`src/rtl/cs_pkg.sv`:
```
package cs_pkg;

    // Control states of the carrier detector.
    typedef enum logic [1:0] {
        CS_TX     = 2'd0,   // local side transmitting, detector held quiet
        CS_IDLE   = 2'd1,   // no pulses collected
        CS_GATHER = 2'd2,   // collecting a run of consecutive pulses
        CS_LOCK   = 2'd3    // carrier present, flag high
    } cs_state_e;

endpackage

```
`src/rtl/cs_edge_sync.sv`:
```
module cs_edge_sync #(
    parameter int STAGES = 2
) (
    input  logic clk,
    input  logic rst_n,
    input  logic raw_i,
    output logic rise_o
);

    logic [STAGES-1:0] chain;
    logic              prev;

    generate
        if (STAGES == 1) begin : g_single
            always_ff @(posedge clk) begin
                if (!rst_n) chain <= '0;
                else        chain <= raw_i;
            end
        end else begin : g_shift
            always_ff @(posedge clk) begin
                if (!rst_n) chain <= '0;
                else        chain <= {chain[STAGES-2:0], raw_i};
            end
        end
    endgenerate

    always_ff @(posedge clk) begin
        if (!rst_n) prev <= 1'b0;
        else        prev <= chain[STAGES-1];
    end

    assign rise_o = chain[STAGES-1] & ~prev;

    // A held-high level yields one pulse, never two in a row.
    assert_single_rise_R3: assert property (@(posedge clk) disable iff (!rst_n)
        rise_o |=> !rise_o);

endmodule

```
`src/rtl/cs_gap_timer.sv`:
```
module cs_gap_timer #(
    parameter int GAP_CLKS = 1152
) (
    input  logic clk,
    input  logic rst_n,
    input  logic run_i,
    input  logic restart_i,
    output logic expire_o
);

    localparam int          W    = (GAP_CLKS > 1) ? $clog2(GAP_CLKS) : 1;
    localparam logic [W-1:0] LAST = W'(GAP_CLKS - 1);

    logic [W-1:0] cnt;

    // Counts clocks since the last pulse; holds at the limit.
    always_ff @(posedge clk) begin
        if (!rst_n || !run_i || restart_i) cnt <= '0;
        else if (cnt != LAST)              cnt <= cnt + 1'b1;
    end

    assign expire_o = run_i && !restart_i && (cnt == LAST);

endmodule

```
`src/rtl/cs_run_counter.sv`:
```
module cs_run_counter #(
    parameter int PULSE_RUN = 4
) (
    input  logic                                           clk,
    input  logic                                           rst_n,
    input  logic                                           clr_i,
    input  logic                                           inc_i,
    output logic [((PULSE_RUN > 2) ? $clog2(PULSE_RUN) : 1)-1:0] cnt_o
);

    always_ff @(posedge clk) begin
        if (!rst_n || clr_i) cnt_o <= '0;
        else if (inc_i)      cnt_o <= cnt_o + 1'b1;
    end

endmodule

```
`src/rtl/carrier_sense.sv`:
```
module carrier_sense
    import cs_pkg::*;
#(
    parameter int GAP_CLKS    = 1152,
    parameter int PULSE_RUN   = 4,
    parameter int SYNC_STAGES = 2
) (
    input  logic clk,
    input  logic rst_n,
    input  logic cmp_i,
    input  logic rts_n_i,
    output logic cd_o
);

    localparam int            RW       = (PULSE_RUN > 2) ? $clog2(PULSE_RUN) : 1;
    localparam logic [RW-1:0] LAST_RUN = RW'(PULSE_RUN - 1);

    cs_state_e     state;
    cs_state_e     state_nx;
    logic          rise;
    logic          expire;
    logic          timing;
    logic [RW-1:0] run_cnt;

    cs_edge_sync #(.STAGES(SYNC_STAGES)) u_sync (
        .clk    (clk),
        .rst_n  (rst_n),
        .raw_i  (cmp_i),
        .rise_o (rise)
    );

    assign timing = (state == CS_GATHER) || (state == CS_LOCK);

    cs_gap_timer #(.GAP_CLKS(GAP_CLKS)) u_gap (
        .clk       (clk),
        .rst_n     (rst_n),
        .run_i     (timing),
        .restart_i (rise),
        .expire_o  (expire)
    );

    cs_run_counter #(.PULSE_RUN(PULSE_RUN)) u_run (
        .clk   (clk),
        .rst_n (rst_n),
        .clr_i (state_nx != CS_GATHER),
        .inc_i (rise),
        .cnt_o (run_cnt)
    );

    // Next-state selection.
    always_comb begin
        state_nx = state;
        if (!rts_n_i) begin
            state_nx = CS_TX;
        end else begin
            unique case (state)
                CS_TX:     state_nx = CS_IDLE;
                CS_IDLE:   if (rise) state_nx = CS_GATHER;
                CS_GATHER: begin
                    if (rise && run_cnt == LAST_RUN) state_nx = CS_LOCK;
                    else if (expire)                 state_nx = CS_IDLE;
                end
                CS_LOCK:   if (expire) state_nx = CS_IDLE;
                default:   state_nx = CS_IDLE;
            endcase
        end
    end

    // State register.
    always_ff @(posedge clk) begin
        if (!rst_n) state <= CS_IDLE;
        else        state <= state_nx;
    end

    // Output: flag gated directly by request-to-send.
    always_comb begin
        cd_o = (state == CS_LOCK) && rts_n_i;
    end

    // Reset empties the run and lowers the flag.
    assert_reset_clears_R1: assert property (@(posedge clk)
        !rst_n |=> (state == CS_IDLE && run_cnt == '0 && !cd_o));

    // The flag only rises on the edge that completes a run.
    assert_lock_on_last_edge_R2: assert property (@(posedge clk) disable iff (!rst_n)
        $rose(cd_o) |-> ($past(rise) && $past(run_cnt) == LAST_RUN));

    // A window expiry while locked drops the flag.
    assert_gap_drop_R4: assert property (@(posedge clk) disable iff (!rst_n)
        (state == CS_LOCK && expire) |=> !cd_o);

    // A window expiry during a partial run discards its count.
    assert_stale_run_R5: assert property (@(posedge clk) disable iff (!rst_n)
        (state == CS_GATHER && expire) |=> (run_cnt == '0));

    // Transmit request parks the machine.
    assert_tx_hold_R7: assert property (@(posedge clk) disable iff (!rst_n)
        !rts_n_i |=> (state == CS_TX && run_cnt == '0));

endmodule

```
`config.mk`:
```
export PLATFORM = sky130hd
export DESIGN_NAME = carrier_sense
export DESIGN_NICKNAME = d
export VERILOG_FILES = /design/src/rtl/cs_pkg.sv /design/src/rtl/cs_edge_sync.sv /design/src/rtl/cs_gap_timer.sv /design/src/rtl/cs_run_counter.sv /design/src/rtl/carrier_sense.sv
export SDC_FILE = /design/constraint.sdc
export NUM_CORES = 1
export LEC_CHECK = 0
export CORE_MARGIN = 2
export CORE_UTILIZATION = 46
export CTS_BUF_LIST = sky130_fd_sc_hd__clkbuf_8
export DETAILED_ROUTE_END_ITERATION = 10
export DONT_BUFFER_PORTS = 1
export GPL_TIMING_DRIVEN = 0
export SKIP_LAST_GASP = 1
export SLEW_MARGIN = 15
export SYNTH_ARGS = -nofsm -noshare
export SYNTH_HDL_FRONTEND = slang
export SYNTH_SLANG_ARGS = --single-unit
```
`constraint.sdc`:
```
create_clock -name clk -period 2.4 [get_ports clk]
set_clock_uncertainty 0.05 [all_clocks]
set_input_delay 0.48 -clock clk [delete_from_list [all_inputs] [get_ports clk]]
set_output_delay 0.48 -clock clk [all_outputs]
set_load 0.02 [all_outputs]
```
==> flow_results.org, run 1 <==
** Synthesis
- Count of unique library cells instantiated by Yosys :: 35
- Proportion of register bits with asynchronous set or reset after synthesis :: 0%
- Mapped Nets :: 97
- Fraction of the yosys area taken by sequential cells :: 42.4%
- Dominant cell type by area after synthesis :: dfxtp_1
- The Yosys step of the flow raised 0 warnings.
- Each instance of the synthesized netlist takes up on average 9.34 sq um.
- In the synthesized netlist, the number of instances is 91.
- The most used flip-flop cell after synthesis is dfxtp_1.
- In this run, synthesis inferred 0 flip-flops with an integrated enable.
- Synthesized cell area :: 850 sq um
- Of the post-synthesis cell area, the dominant cell type holds 42.4%.
- Seq cells post-synth :: 18
- Commonest cells in the netlist :: 18 x dfxtp_1, 6 x nand2_1, 6 x nand3_1
- dfxtp_1 is the most common cell in the netlist.
- In the post-synthesis netlist, the biggest area contributors are dfxtp_1 42%, nand3_1 3.5%, xnor2_1 3.1%.

** Pwr
- Logic gate share of total power :: 2.0%
- P_leak :: 0.000329 uW
- Sequential group share of total power :: 54.5%
- Switching power of the nets :: 106 uW
- Clock Power Share :: 43.5%
- Switching part of the total :: 18.9%
- Power comes to 559 uW.
- PD cells :: 597 nW/um^2
- VDD sags by at most 0.637 mV.
- Cell internal power was estimated by the tool at 453 uW.

** STA
- Adding up every negative setup slack in the final design gives 0 ps.
- The count of final max-slew check failures is 0.
- The worst path in the final design needs a cycle of 1830 ps, including I/O delays and setup.
- Measured against its own limit, the worst slew margin works out to 74.9%.
- Upper clock frequency limit :: 546 MHz
- Count of final hold-check violations :: 0
- Across all hold checks on the routed design, the worst slack comes to 290 ps.
- Setup repair after global routing left no endpoint under its margin.
- Measured slew at the worst slew-check pin :: 376 ps
- Setup violations remaining at the end of the flow were counted as 0.
- The worst path uses 76.3% of the clock period.

** Critical path
- At the worst endpoint, the required time is 2530 ps.
- STA classifies the critical path endpoint as a flop.
- Reg2reg end :: u_gap.cnt[7]
- Counting cells, the worst reg-to-reg path comes to 6.
- Library cell contributing the largest single delay on the critical path :: or4_1
- The worst setup path is launched from a flop.
- Cells traversed along the worst timing path :: ha_1, and4_4, buf_6, and3_4, or4_1, a21oi_1
- On the worst path, the slowest cell contributes a delay of 470 ps.
- Critical path data arrival time :: 1960 ps
- Crit path max fanout :: 6
- Reg2reg start :: u_gap.cnt[0]
- Setup Crit Path Kind :: flop to flop
- For flop-to-flop paths, the worst setup slack is 570 ps.

** Clock tree
- After clock tree synthesis, the clock-pin slew on the worst setup and hold paths is 70 ps.
- Number of clock sinks seen by CTS :: 18
- Clock tree synthesis selected as its root buffer the cell clkbuf_8.
- TritonCTS clock tree :: done
- At the later pin of the worst-skew pair, clock insertion delay measures 250 ps.
- The longest clock path from root to sink contains 2 buffers.
- Inserted Clock Buffers :: 3
- CTS built an H-tree with a depth of 1.
- CTS Hold Bufs :: 0
- Post-cts gate resize count :: 0
- Post-CTS Setup Repair Bufs :: 0

** Layout
- Total inserted antenna cells :: 0
- The area growth from synthesis to layout is 10.2%.
- Final standard cell utilization of the core :: 54.2%
- Filler cells :: 164
- Of the cells placed in the final design, the portion with a size suffix greater than 1 is 13.7%.
- In the final layout, the multi-input gates occupy 447 sq um.
- Registers take 360 sq um.
- The finished cells cover 936 sq um.
- Post-layout net count :: 102

** Floorplanning
- Io pins :: 5
- After floorplanning, the core was sized to cover 1730 sq um.
- The die is 47.0 microns tall.
- Once the floorplan was initialized, standard cells occupied 49.2% of the core.
- The die covers 2210 sq um.
- The floorplan has 15 rows.
- Die Span X :: 47.0 microns

** Hold path
- Launch point of the worst hold path :: rst_n
- Worst min path class :: primary input to flop
- Number of cells traversed by the worst hold path :: 2
- Hold Path End :: state[1]

** Global routing
- Overall fraction of global-route tracks in use :: 14.1%
- After global routing the overflow that remains totals 0.
- The first global-routing pass estimated 2.30 mm of wire.
- Maximum number of pins on one net before global-route repair :: 11
- The number of antenna violations at the first check in global routing is 0.
- The number of global-route vias before repair is 506.

** Drt
- Count of TritonRoute iterations in the first routing pass :: 4
- Drt drc :: 0
- For this block, the initial DRC count from the detailed router was 17.
- Post-DR vias/cell :: 5.26
- In this run the remaining antenna-violating nets after routing total 0.
- Overall via count from detail_route :: 631
- After detailed routing, the total wire length is 1.33 mm.
- Detailed-route wire length per cell :: 11.1 microns

** Placement
- Count of input and output buffers :: 0
- In this run the cell area measured after placement is 881 sq um.
- The wire-length estimate of the detail-placed layout is 993 microns.
- At the end of routability-driven placement, the weighted congestion stood at 0.784.

** Status
- Outcome :: finished clean

** Flow run
- The tool flagged a number of max-cap violations equal to 0.
## layout make-up
cell class,count,area share [%]
Sequential cell,18,38.5
Multi-Input combinational cell,67,47.7
Inverter,2,0.802
Clock buffer,4,5.88
Buffer,4,3.74
Tap cell,25,3.34
## cells in the final DEF, fill, tap and decap left out, types with 3 or more instances in the layout
master,Yosys,routed
dfxtp_1,18,18
nand3_1,6,6
nand2_1,6,6
nor2_1,5,5
a21oi_1,5,5
and2_1,4,4
clkbuf_8,0,4
a31oi_1,3,3
xnor2_1,3,3
a211oi_1,3,3
nand4_1,3,3
xor2_1,3,3
## per-stage QoR
stage | std cells | worst slack [ps]
final | 120 | 569
after global routing | 120 | 498
after CTS | 120 | 594
after detailed placement | 116 | 606
after global placement | 116 | 617
after floorplan | 91 | 682
## how the worst max path moves through the flow
| stage | end | cells after the start | startpoint | slack (ps) |
|---|---|---|---|---|
| after floorplan | u_gap.cnt[7] | 6 | u_gap.cnt[0] | 680 |
| after global routing | u_gap.cnt[7] | 6 | u_gap.cnt[0] | 500 |
| final | u_gap.cnt[7] | 6 | u_gap.cnt[0] | 570 |
| after CTS | u_gap.cnt[7] | 6 | u_gap.cnt[0] | 590 |
| after global placement | u_gap.cnt[7] | 6 | u_gap.cnt[0] | 620 |
| after detailed placement | u_gap.cnt[7] | 6 | u_gap.cnt[0] | 610 |
## power groups by stage
stage                     clock, uW  sequential, uW  combinational (uW)
after CTS                       251             305                11.0
after floorplan                   0             311                9.60
after global routing            265             305                12.6
after global placement            0             311                10.9
final                           243             305                10.9
after detailed placement          0             311                11.1
## registers in the layout, indices dropped and copies added (netlist names)
name / cells
u_gap.cnt: 11
state: 2
u_run.cnt_o: 2
u_sync.chain: 2
u_sync.prev: 1
## logic make-up after synthesis
group                    Yosys count  share of synthesized area (%)
adder cells (fa/ha/maj)            2                           2.95
XOR/XNOR                           6                           6.19
multiplexers                       1                           1.18
buffers and inverters              6                           5.01
AND/OR/NAND/NOR                   39                           28.3
flip-flops                        18                           42.4
AO/OA/AOI/OAI                     19                           14.0
## critical path, delay by kind of cell (launching register included)
| kind | cells | cell delay, ps |
|---|---|---|
| adders and majority gates | 1 | 270 |
| buffers and inverters | 1 | 120 |
| DFF | 1 | 350 |
| and+or+nand+nor | 3 | 840 |
| AOI/OAI and AO/OA | 1 | 150 |
## per-layer routing
metal	GRT usage (%)	share of wire [%]	vias up
met5	0	0	-
met4	1.67	0	0
met3	3.46	4.4	0
met2	17.5	38	18
met1	24.1	58	276
li1	-	-	337
Power figures use the tool's default switching activity.
==> run 2: changes to the inputs <==
- ABC_AREA: not set -> 1
- clock period: 2.4 -> 1.71 ns (I/O delays scaled with it)
==> run 2 against run 1 <==
Clock-buffer cell count did not move. Synthesized area rose by 6.2%. Non-clock buffer count fell by 4. First-iteration DRC count fell by 12%. Combinational power rose by 56%. Largest power group unchanged. Critical endpoint is now u_gap.cnt[10]. Via count rose by 11%. Critical path depth did not move. Clock power rose by 46%. Global-route usage barely moved. Largest cell class unchanged.
==> flow_results.org, run 2 <==
** Status
- Outcome :: finished clean (unchanged)

** Synthesis
- Commonest cells in the netlist: 26 x inv_1, 24 x nand2_1, 18 x dfxtp_1 (was 18 x dfxtp_1, 6 x nand2_1, 6 x nand3_1).
- Number of flops mapped to enable cells by yosys :: 0 (unchanged)
- The flip-flop and latch count after synthesis is 18 (unchanged).
- Mean area per synthesized cell :: 7.46 sq um (was 9.34 sq um)
- The number of warnings reported in the yosys synthesis log came to 0 (unchanged).
- The cell type contributing the most total cell area after synthesis is dfxtp_1 (unchanged).
- Flip-flop cell with the highest count after synthesis :: dfxtp_1 (unchanged)
- Proportion of register bits with asynchronous set or reset after synthesis :: 0% (unchanged)
- Area share of the largest cell type after synthesis :: 39.9% (was 42.4%)
- The synthesized net count came to 127 (was 97).
- Synthesized cell area :: 902 sq um (was 850 sq um)
- The sequential cell area fraction in the yosys report came to 39.9% (was 42.4%).
- Most common cell in the synthesized netlist :: inv_1 (was dfxtp_1)
- Count of unique library cells instantiated by Yosys :: 22 (was 35)
- Leading post-synthesis cells by cell area :: dfxtp_1 40%, inv_1 11%, nand2_1 10% (was dfxtp_1 42%, nand3_1 3.5%, xnor2_1 3.1%)
- The cell count after synthesis is 121 (was 91).

** Drt
- Post-DR vias/cell :: 4.62 (was 5.26)
- Number of violations reported at the end of detailed-routing iteration 0 :: 15 (was 17)
- The remaining design rule violation count was 0 (unchanged).
- Antenna violation net count after detailed routing :: 0 (unchanged)
- Count of TritonRoute iterations in the first routing pass :: 4 (unchanged)
- The detailed-route via count came to 702 (was 631).
- The total length of routed wires came to 1.48 mm (was 1.33 mm).
- The routed wirelength normalized by instance count is 9.76 microns (was 11.1 microns).

** Layout
- The number of filler cells placed in the layout is 186 (was 164).
- The number of flip-flops in the largest register came to 11 (unchanged).
- The register with the most flip-flops is u_gap.cnt (unchanged).
- Most common library cell in the layout ignoring fill and taps :: inv_1 (was dfxtp_1)
- The final non-filler cell area was 991 sq um (was 936 sq um).
- Layout cell share with drive strength beyond 1 :: 12.0% (was 13.7%)
- Post-layout net count :: 132 (was 102)
- Area growth syn-to-layout :: 9.85% (was 10.2%)
- The diode insertion count for antenna repair came to 0 (unchanged).
- Commonest cells after routing, fill and taps aside: 26 x inv_1, 24 x nand2_1, 18 x dfxtp_1, 12 x nor2_1, 7 x nand3_1 (was 18 x dfxtp_1, 6 x nand3_1, 6 x nand2_1, 5 x nor2_1, 5 x a21oi_1).

** Critical path
- Cells traversed along the worst timing path :: ha_1, nand3_4, nor3_2, nand2_1, o21ai_0, a21oi_1 (was ha_1, and4_4, buf_6, and3_4, or4_1, a21oi_1)
- The type of the worst setup path was flop to flop (unchanged).
- The arrival time at the worst endpoint is 1550 ps (was 1960 ps).
- CP startpoint kind :: flop (unchanged)
- The depth of the worst register-to-register path came to 6 (unchanged).
- The reg-to-reg setup timing slack was 250 ps (was 570 ps).
- The capture point of the worst reg-to-reg path is u_gap.cnt[10] (was u_gap.cnt[7]).
- Stages on worst setup path :: 6 (unchanged)
- The delay of the slowest cell on the worst path was 380 ps (was 470 ps).
- The element type at the critical path end was a flop (unchanged).
- The family with the most delay on the worst path is simple AND/OR/NAND/NOR gates (unchanged).
- Reg2reg start :: u_gap.cnt[0] (unchanged)
- The end point of the critical path was u_gap.cnt[10] (was u_gap.cnt[7]).
- Critical Path Start :: u_gap.cnt[0] (unchanged)
- Crit path max fanout :: 5 (was 6)
- The buffering stage count on the worst path with inverters included is 0 (was 1).
- Library cell contributing the largest single delay on the critical path :: dfxtp_1 (was or4_1)
- The required arrival time at the worst endpoint is 1800 ps (was 2530 ps).

** Clock tree
- The clock-pin slew on the worst setup and hold paths was 70 ps (about the same).
- Clock latency reported for the late side of the worst-skew pair :: 260 ps (was 250 ps)
- Number of clock sinks seen by CTS :: 18 (unchanged)
- The quantity of hold-fixing buffers added after cts was 0 (unchanged).
- The H-tree depth came to 1 (unchanged).
- The total clock buffers created by CTS is 3 (unchanged).
- The master cell of the clock root buffer was clkbuf_8 (unchanged).
- TritonCTS clock tree :: done (unchanged)
- The post-CTS setup buffer count is 0 (unchanged).
- Post-cts gate resize count :: 0 (unchanged)
- Buffer levels on the longest clock path :: 2 (unchanged)

** Placement
- RD Place Congestion :: 0.834 (was 0.784)
- The estimated wirelength of the detail-placed design was 1.18 mm (was 993 microns).
- The worst setup timing slack at the placement stage came to 251 ps (was 606 ps).
- The cell area after placement came to 936 sq um (was 881 sq um).
- The count of buffers inserted at the top-level ports came to 0 (unchanged).

** Global routing
- The number of antenna violations at the first check in global routing is 0 (unchanged).
- The total global-route track usage was 14.1% (about the same).
- Via count of the first global-routing pass :: 589 (was 506)
- The pin count of the biggest net entering global routing was 11 (unchanged).
- The remaining global-route overflow was 0 (unchanged).
- The global-route wire length before repair is 2.19 mm (was 2.30 mm).

** Floorplanning
- The starting utilization of the core area is 47.4% (was 49.2%).
- Rows :: 16 (was 15)
- Io pins :: 5 (unchanged)
- The core area was 1900 sq um (was 1730 sq um).
- The horizontal die dimension came to 48.3 microns (was 47.0 microns).
- DIE AREA :: 2330 sq um (was 2210 sq um)
- The y dimension of the die was 48.3 microns (was 47.0 microns).

** Pwr
- P_leak :: 0.000405 uW (was 0.000329 uW)
- PD cells :: 806 nW/um^2 (was 597 nW/um^2)
- The worst supply voltage drop on vdd was 0.608 mV (was 0.637 mV).

** STA
- Unrepaired setup endpoints after global routing :: no (unchanged)
- The total negative setup slack is 0 ps (unchanged).
- Measured slew at the worst slew-check pin :: 382 ps (was 376 ps)
- The count of final max-slew check failures was 0 (unchanged).
- The hold violation count in the final report is 0 (unchanged).
- The timing-limited maximum frequency was 684 MHz (was 546 MHz).
- Minimum clock period :: 1460 ps (was 1830 ps)
- Worst Slack Setup Final :: 247 ps (was 569 ps)
- Worst-case headroom to the max-slew limit :: 74.4% (was 74.9%)
- The number of endpoints failing setup at the final stage is 0 (unchanged).
- The portion of the clock cycle consumed by the worst path in the final layout is 85.5% (was 76.3%).

** Hold path
- Worst min path class :: primary input to flop (unchanged)

** Flow run
- The max-capacitance violation count is 0 (unchanged).
run 2: cell types whose count changed after synthesis, moves of 3 or more:
| cell | previous run | this run |
|---|---|---|
| nor2_4 | 0 | 3 |
| and2_1 | 4 | 1 |
| inv_1 | 2 | 26 |
| nor2_1 | 5 | 12 |
| a211oi_1 | 3 | 0 |
| nand2_1 | 6 | 24 |
run 2: worst min-delay path by stage:
stage | start | to | slack [ps] | cells after the start
finish | rst_n | u_sync.chain[1] | 120 | 2
global route | rst_n | u_sync.chain[0] | 120 | 2
CTS | rst_n | u_sync.chain[1] | 120 | 2
detailed placement | u_sync.chain[0] | u_sync.chain[1] | 350 | 2
global placement | u_sync.chain[0] | u_sync.chain[1] | 350 | 2
floorplan | u_sync.chain[0] | u_sync.chain[1] | 340 | 2
run 2: final cells by class:
| cell class | instances | area [sq um] | area share (%) |
|---|---|---|---|
| clock buffers | 4 | 55.1 | 5.56 |
| inverters | 26 | 97.6 | 9.85 |
| multi-input cells | 77 | 444 | 44.8 |
| flip-flops and latches | 18 | 360 | 36.4 |
| well taps | 27 | 33.8 | 3.41 |
run 2: power breakdown:
group          switching, uW  internal [uW]  total (uW)  leakage, uW
clock                    149            205         354    0.0000288
sequential              3.24            424         427     0.000146
combinational           10.8           6.18        17.0     0.000230
total                    163            635         799     0.000405
run 2: metrics by stage:
stage | hold slack, ps | utilization (%) | cells | total power [uW]
detailed placement | 350 | 49.2 | 148 | 454
finish | 124 | 52.1 | 152 | 799
CTS | 118 | 52.1 | 152 | 811
global route | 121 | 52.1 | 152 | 825
global placement | 346 | 49.2 | 148 | 454
floorplan | 340 | - | 121 | 451
run 2: logic make-up after synthesis:
logic type | share of synthesized area [%]
DFF | 39.9
xor gates and xnor gates | 4.86
and+or+nand+nor | 34.4
muxes | 1.25
adders and majority gates | 2.77
buffers and inverters | 10.8
AOI/OAI and AO/OA | 5.96
run 2: worst register-to-register path: stages, from the launching register on:
cell	delay (ps)
dfxtp_1	380
ha_1	250
nand3_4	130
nor3_2	230
nand2_1	90
o21ai_0	140
a21oi_1	80
run 2: per-layer routing:
layer,up-vias,track usage (%),part of all wire [%]
met2,11,23.4,49
met3,2,4.44,3.7
li1,383,-,-
met5,-,0,0
met4,0,9.73,1.8
met1,306,15.1,46
==> run 3: changes to the inputs <==
- clock period: 1.71 -> 1.4 ns (I/O delays scaled with it)
==> run 3 against run 2 <==
Clock power is 21% higher. Cell count is 1.3% higher. Register-to-register slack worse by 160 ps. Non-clock buffer count increased by 2. Critical path type is now flop to primary output. Critical endpoint is now cd_o. Largest cell class unchanged. Highest routed layer unchanged.
==> flow_results.org, run 3 (synthesis results as in run 2) <==
** Status
- Outcome: finished clean (unchanged).

** Clock tree
- The master cell of the clock root buffer is clkbuf_8 (unchanged).
- Buffer levels on the longest clock path :: 2 (unchanged)
- The clock tree from TritonCTS was done (unchanged).
- Inserted Clock Buffers :: 3 (unchanged)
- The clock insertion delay at the later pin of the skew report is 260 ps (about the same).
- CTS Hold Bufs :: 0 (unchanged)
- The clock-pin slew on the worst setup and hold paths was 70 ps (about the same).
- Number of clock sinks seen by CTS :: 18 (unchanged)
- The H-tree depth came to 1 (unchanged).

** Critical path
- The maximum net fanout on the critical path came to 4 (was 5).
- Setup Crit Path Kind :: flop to primary output (was flop to flop)
- Cells traversed along the worst timing path :: nand2_1, nor2_1 (was ha_1, nand3_4, nor3_2, nand2_1, o21ai_0, a21oi_1)
- CP bufs+invs :: 0 (unchanged)
- Critical path data arrival time :: 1010 ps (was 1550 ps)
- Slowest stage delay, CP :: 380 ps (about the same)
- Critical Path End Type :: primary output (was flop)
- The family with the most delay on the worst path is flip-flops (was simple AND/OR/NAND/NOR gates).
- Library cell contributing the largest single delay on the critical path :: dfxtp_1 (unchanged)
- The required arrival time at the worst endpoint was 1070 ps (was 1800 ps).
- The startpoint type of the worst setup path is a flop (unchanged).

** Drt
- The remaining design rule violation count was 0 (unchanged).
- Antenna violation net count after detailed routing :: 0 (unchanged)
- Detailed-route wire length per cell :: 9.93 microns (was 9.76 microns)
- Overall via count from detail_route :: 718 (was 702)
- The total length of routed wires is 1.53 mm (was 1.48 mm).
- Number of violations reported at the end of detailed-routing iteration 0 :: 5 (was 15)
- The iteration count of the initial detailed-routing pass was 4 (unchanged).
- The average vias per placed instance was 4.66 (was 4.62).

** Layout
- Area growth syn-to-layout :: 14.7% (was 9.85%)
- The final non-filler cell area was 1030 sq um (was 991 sq um).
- Total inserted antenna cells :: 0 (unchanged)
- The number of filler cells placed in the layout was 187 (was 186).
- The leading cell type in the layout, fill and taps excluded is inv_1 (unchanged).
- The number of standard cells in the final layout excluding fillers was 154 (was 152).
- Post-layout net count :: 134 (was 132)
- Commonest cells after routing, fill and taps aside: 26 x inv_1, 24 x nand2_1, 15 x dfxtp_1, 12 x nor2_1, 7 x nand3_1 (was 26 x inv_1, 24 x nand2_1, 18 x dfxtp_1, 12 x nor2_1, 7 x nand3_1).
- The register with the most flip-flops is u_gap.cnt (unchanged).
- The number of flip-flops in the largest register is 11 (unchanged).
- Layout cell share with drive strength beyond 1 :: 17.3% (was 12.0%)

** STA
- The hold violation count in the final report was 0 (unchanged).
- Worst Slack Setup Final :: 58.8 ps (was 247 ps)
- Minimum clock period :: 1340 ps
- Measured slew at the worst slew-check pin :: 383 ps (was 382 ps)
- The number of endpoints failing setup at the final stage is 0 (unchanged).
- The worst path uses 95.8% of the clock period.
- Static timing analysis puts the maximum clock frequency at 746 MHz.
- Unrepaired setup endpoints after global routing :: yes (was no)
- Max Transition Viols Final :: 0 (unchanged)
- Worst-case headroom to the max-slew limit :: 74.4% (about the same)

** Placement
- Placement Setup Slack :: -58.6 ps (was 251 ps)
- The global placer's final weighted congestion came to 0.834 (unchanged).
- The count of placed standard cells including taps is 148 (unchanged).
- Post-detail-place hpwl :: 1.18 mm (unchanged)
- The cell area after placement is 936 sq um (unchanged).
- The count of buffers inserted at the top-level ports came to 0 (unchanged).

** Flow run
- Max-Cap Viols :: 0 (unchanged)

** Pwr
- The worst supply voltage drop on vdd came to 0.730 mV (was 0.608 mV).
- Total Power Consumption :: 970 uW (was 799 uW)
- P_leak :: 0.000431 uW (was 0.000405 uW)
- The power density normalized to cell area came to 937 nW/um^2 (was 806 nW/um^2).

** Floorplanning
- The number of rows in the core area came to 16 (unchanged).
- The y dimension of the die came to 48.3 microns (unchanged).
- The area of the die was 2330 sq um (unchanged).
- The total I/O pin count is 5 (unchanged).
- Placeable Area :: 1900 sq um (unchanged)
- The starting utilization of the core area was 47.4% (unchanged).
- The horizontal die dimension was 48.3 microns (unchanged).

** Global routing
- The pin count of the biggest net entering global routing came to 11 (unchanged).
- The number of antenna violations at the first check in global routing was 0 (unchanged).
- Global-route wire length before repair :: 2.27 mm (was 2.19 mm)
- The remaining global-route overflow was 0 (unchanged).
- The total global-route track usage was 14.6% (was 14.1%).
- The number of global-route vias before repair was 612 (was 589).

** Hold path
- Worst min path class :: primary input to flop (unchanged)
==> run 3: cell count changes in the layout (fill, tap and decap cells not counted), sizes merged <==
cell / delta
buf: +2
==> run 3: worst paths after layout <==
kind | start | end | slack [ps] | cells after the start
worst max-delay path | state[0] | cd_o | 60 | 2
worst min-delay path | rst_n | u_sync.chain[1] | 60 | 2
worst max register to register | u_gap.cnt[0] | u_run.cnt_o[0] | 90 | 8
worst min register to register | u_sync.chain[0] | u_sync.chain[1] | 360 | 2
==> run 3: stage by stage <==
step / hold slack (ps) / setup TNS, ps / utilization (%)
6_report: 63.7 / 0 / 54.4
3_5_place_dp: 329 / -203 / 49.2
3_3_place_gp: 326 / -158 / 49.2
2_1_floorplan: 323 / 0 / -
4_1_cts: 55.6 / 0 / 53.2
5_1_grt: 59.0 / -112 / 54.4
==> run 3: layout make-up <==
type                    count  area, sq um  share of cell area [%]
multi-input cells          77          467                    45.1
flip-flops and latches     18          367                    35.4
inverters                  26         97.6                    9.43
clock buffers               4         55.1                    5.32
well taps                  27         33.8                    3.26
repair buffers              2         15.0                    1.45
==> run 3: report_power, final <==
| part | switching [uW] | internal (uW) | leakage, uW |
|---|---|---|---|
| Clock | 177 | 250 | 0.0000288 |
| Combinational | 14.1 | 8.08 | 0.000255 |
| Sequential | 4.25 | 516 | 0.000148 |
| Total | 195 | 775 | 0.000431 |
==> run 3: repair_timing <==
action | CTS | global route
gates resized for setup | 4 | 4
pin swaps | 0 | 2
setup endpoints to repair | 5 | 8
setup buffers | 0 | 2
==> run 3: metal layers <==
layer | vias up | track usage, % | wire length (microns)
met5 | - | 0 | 0
met4 | 0 | 11.4 | 48
met3 | 6 | 4.44 | 48
met2 | 10 | 23.4 | 755
met1 | 316 | 15.8 | 677
li1 | 386 | - | -
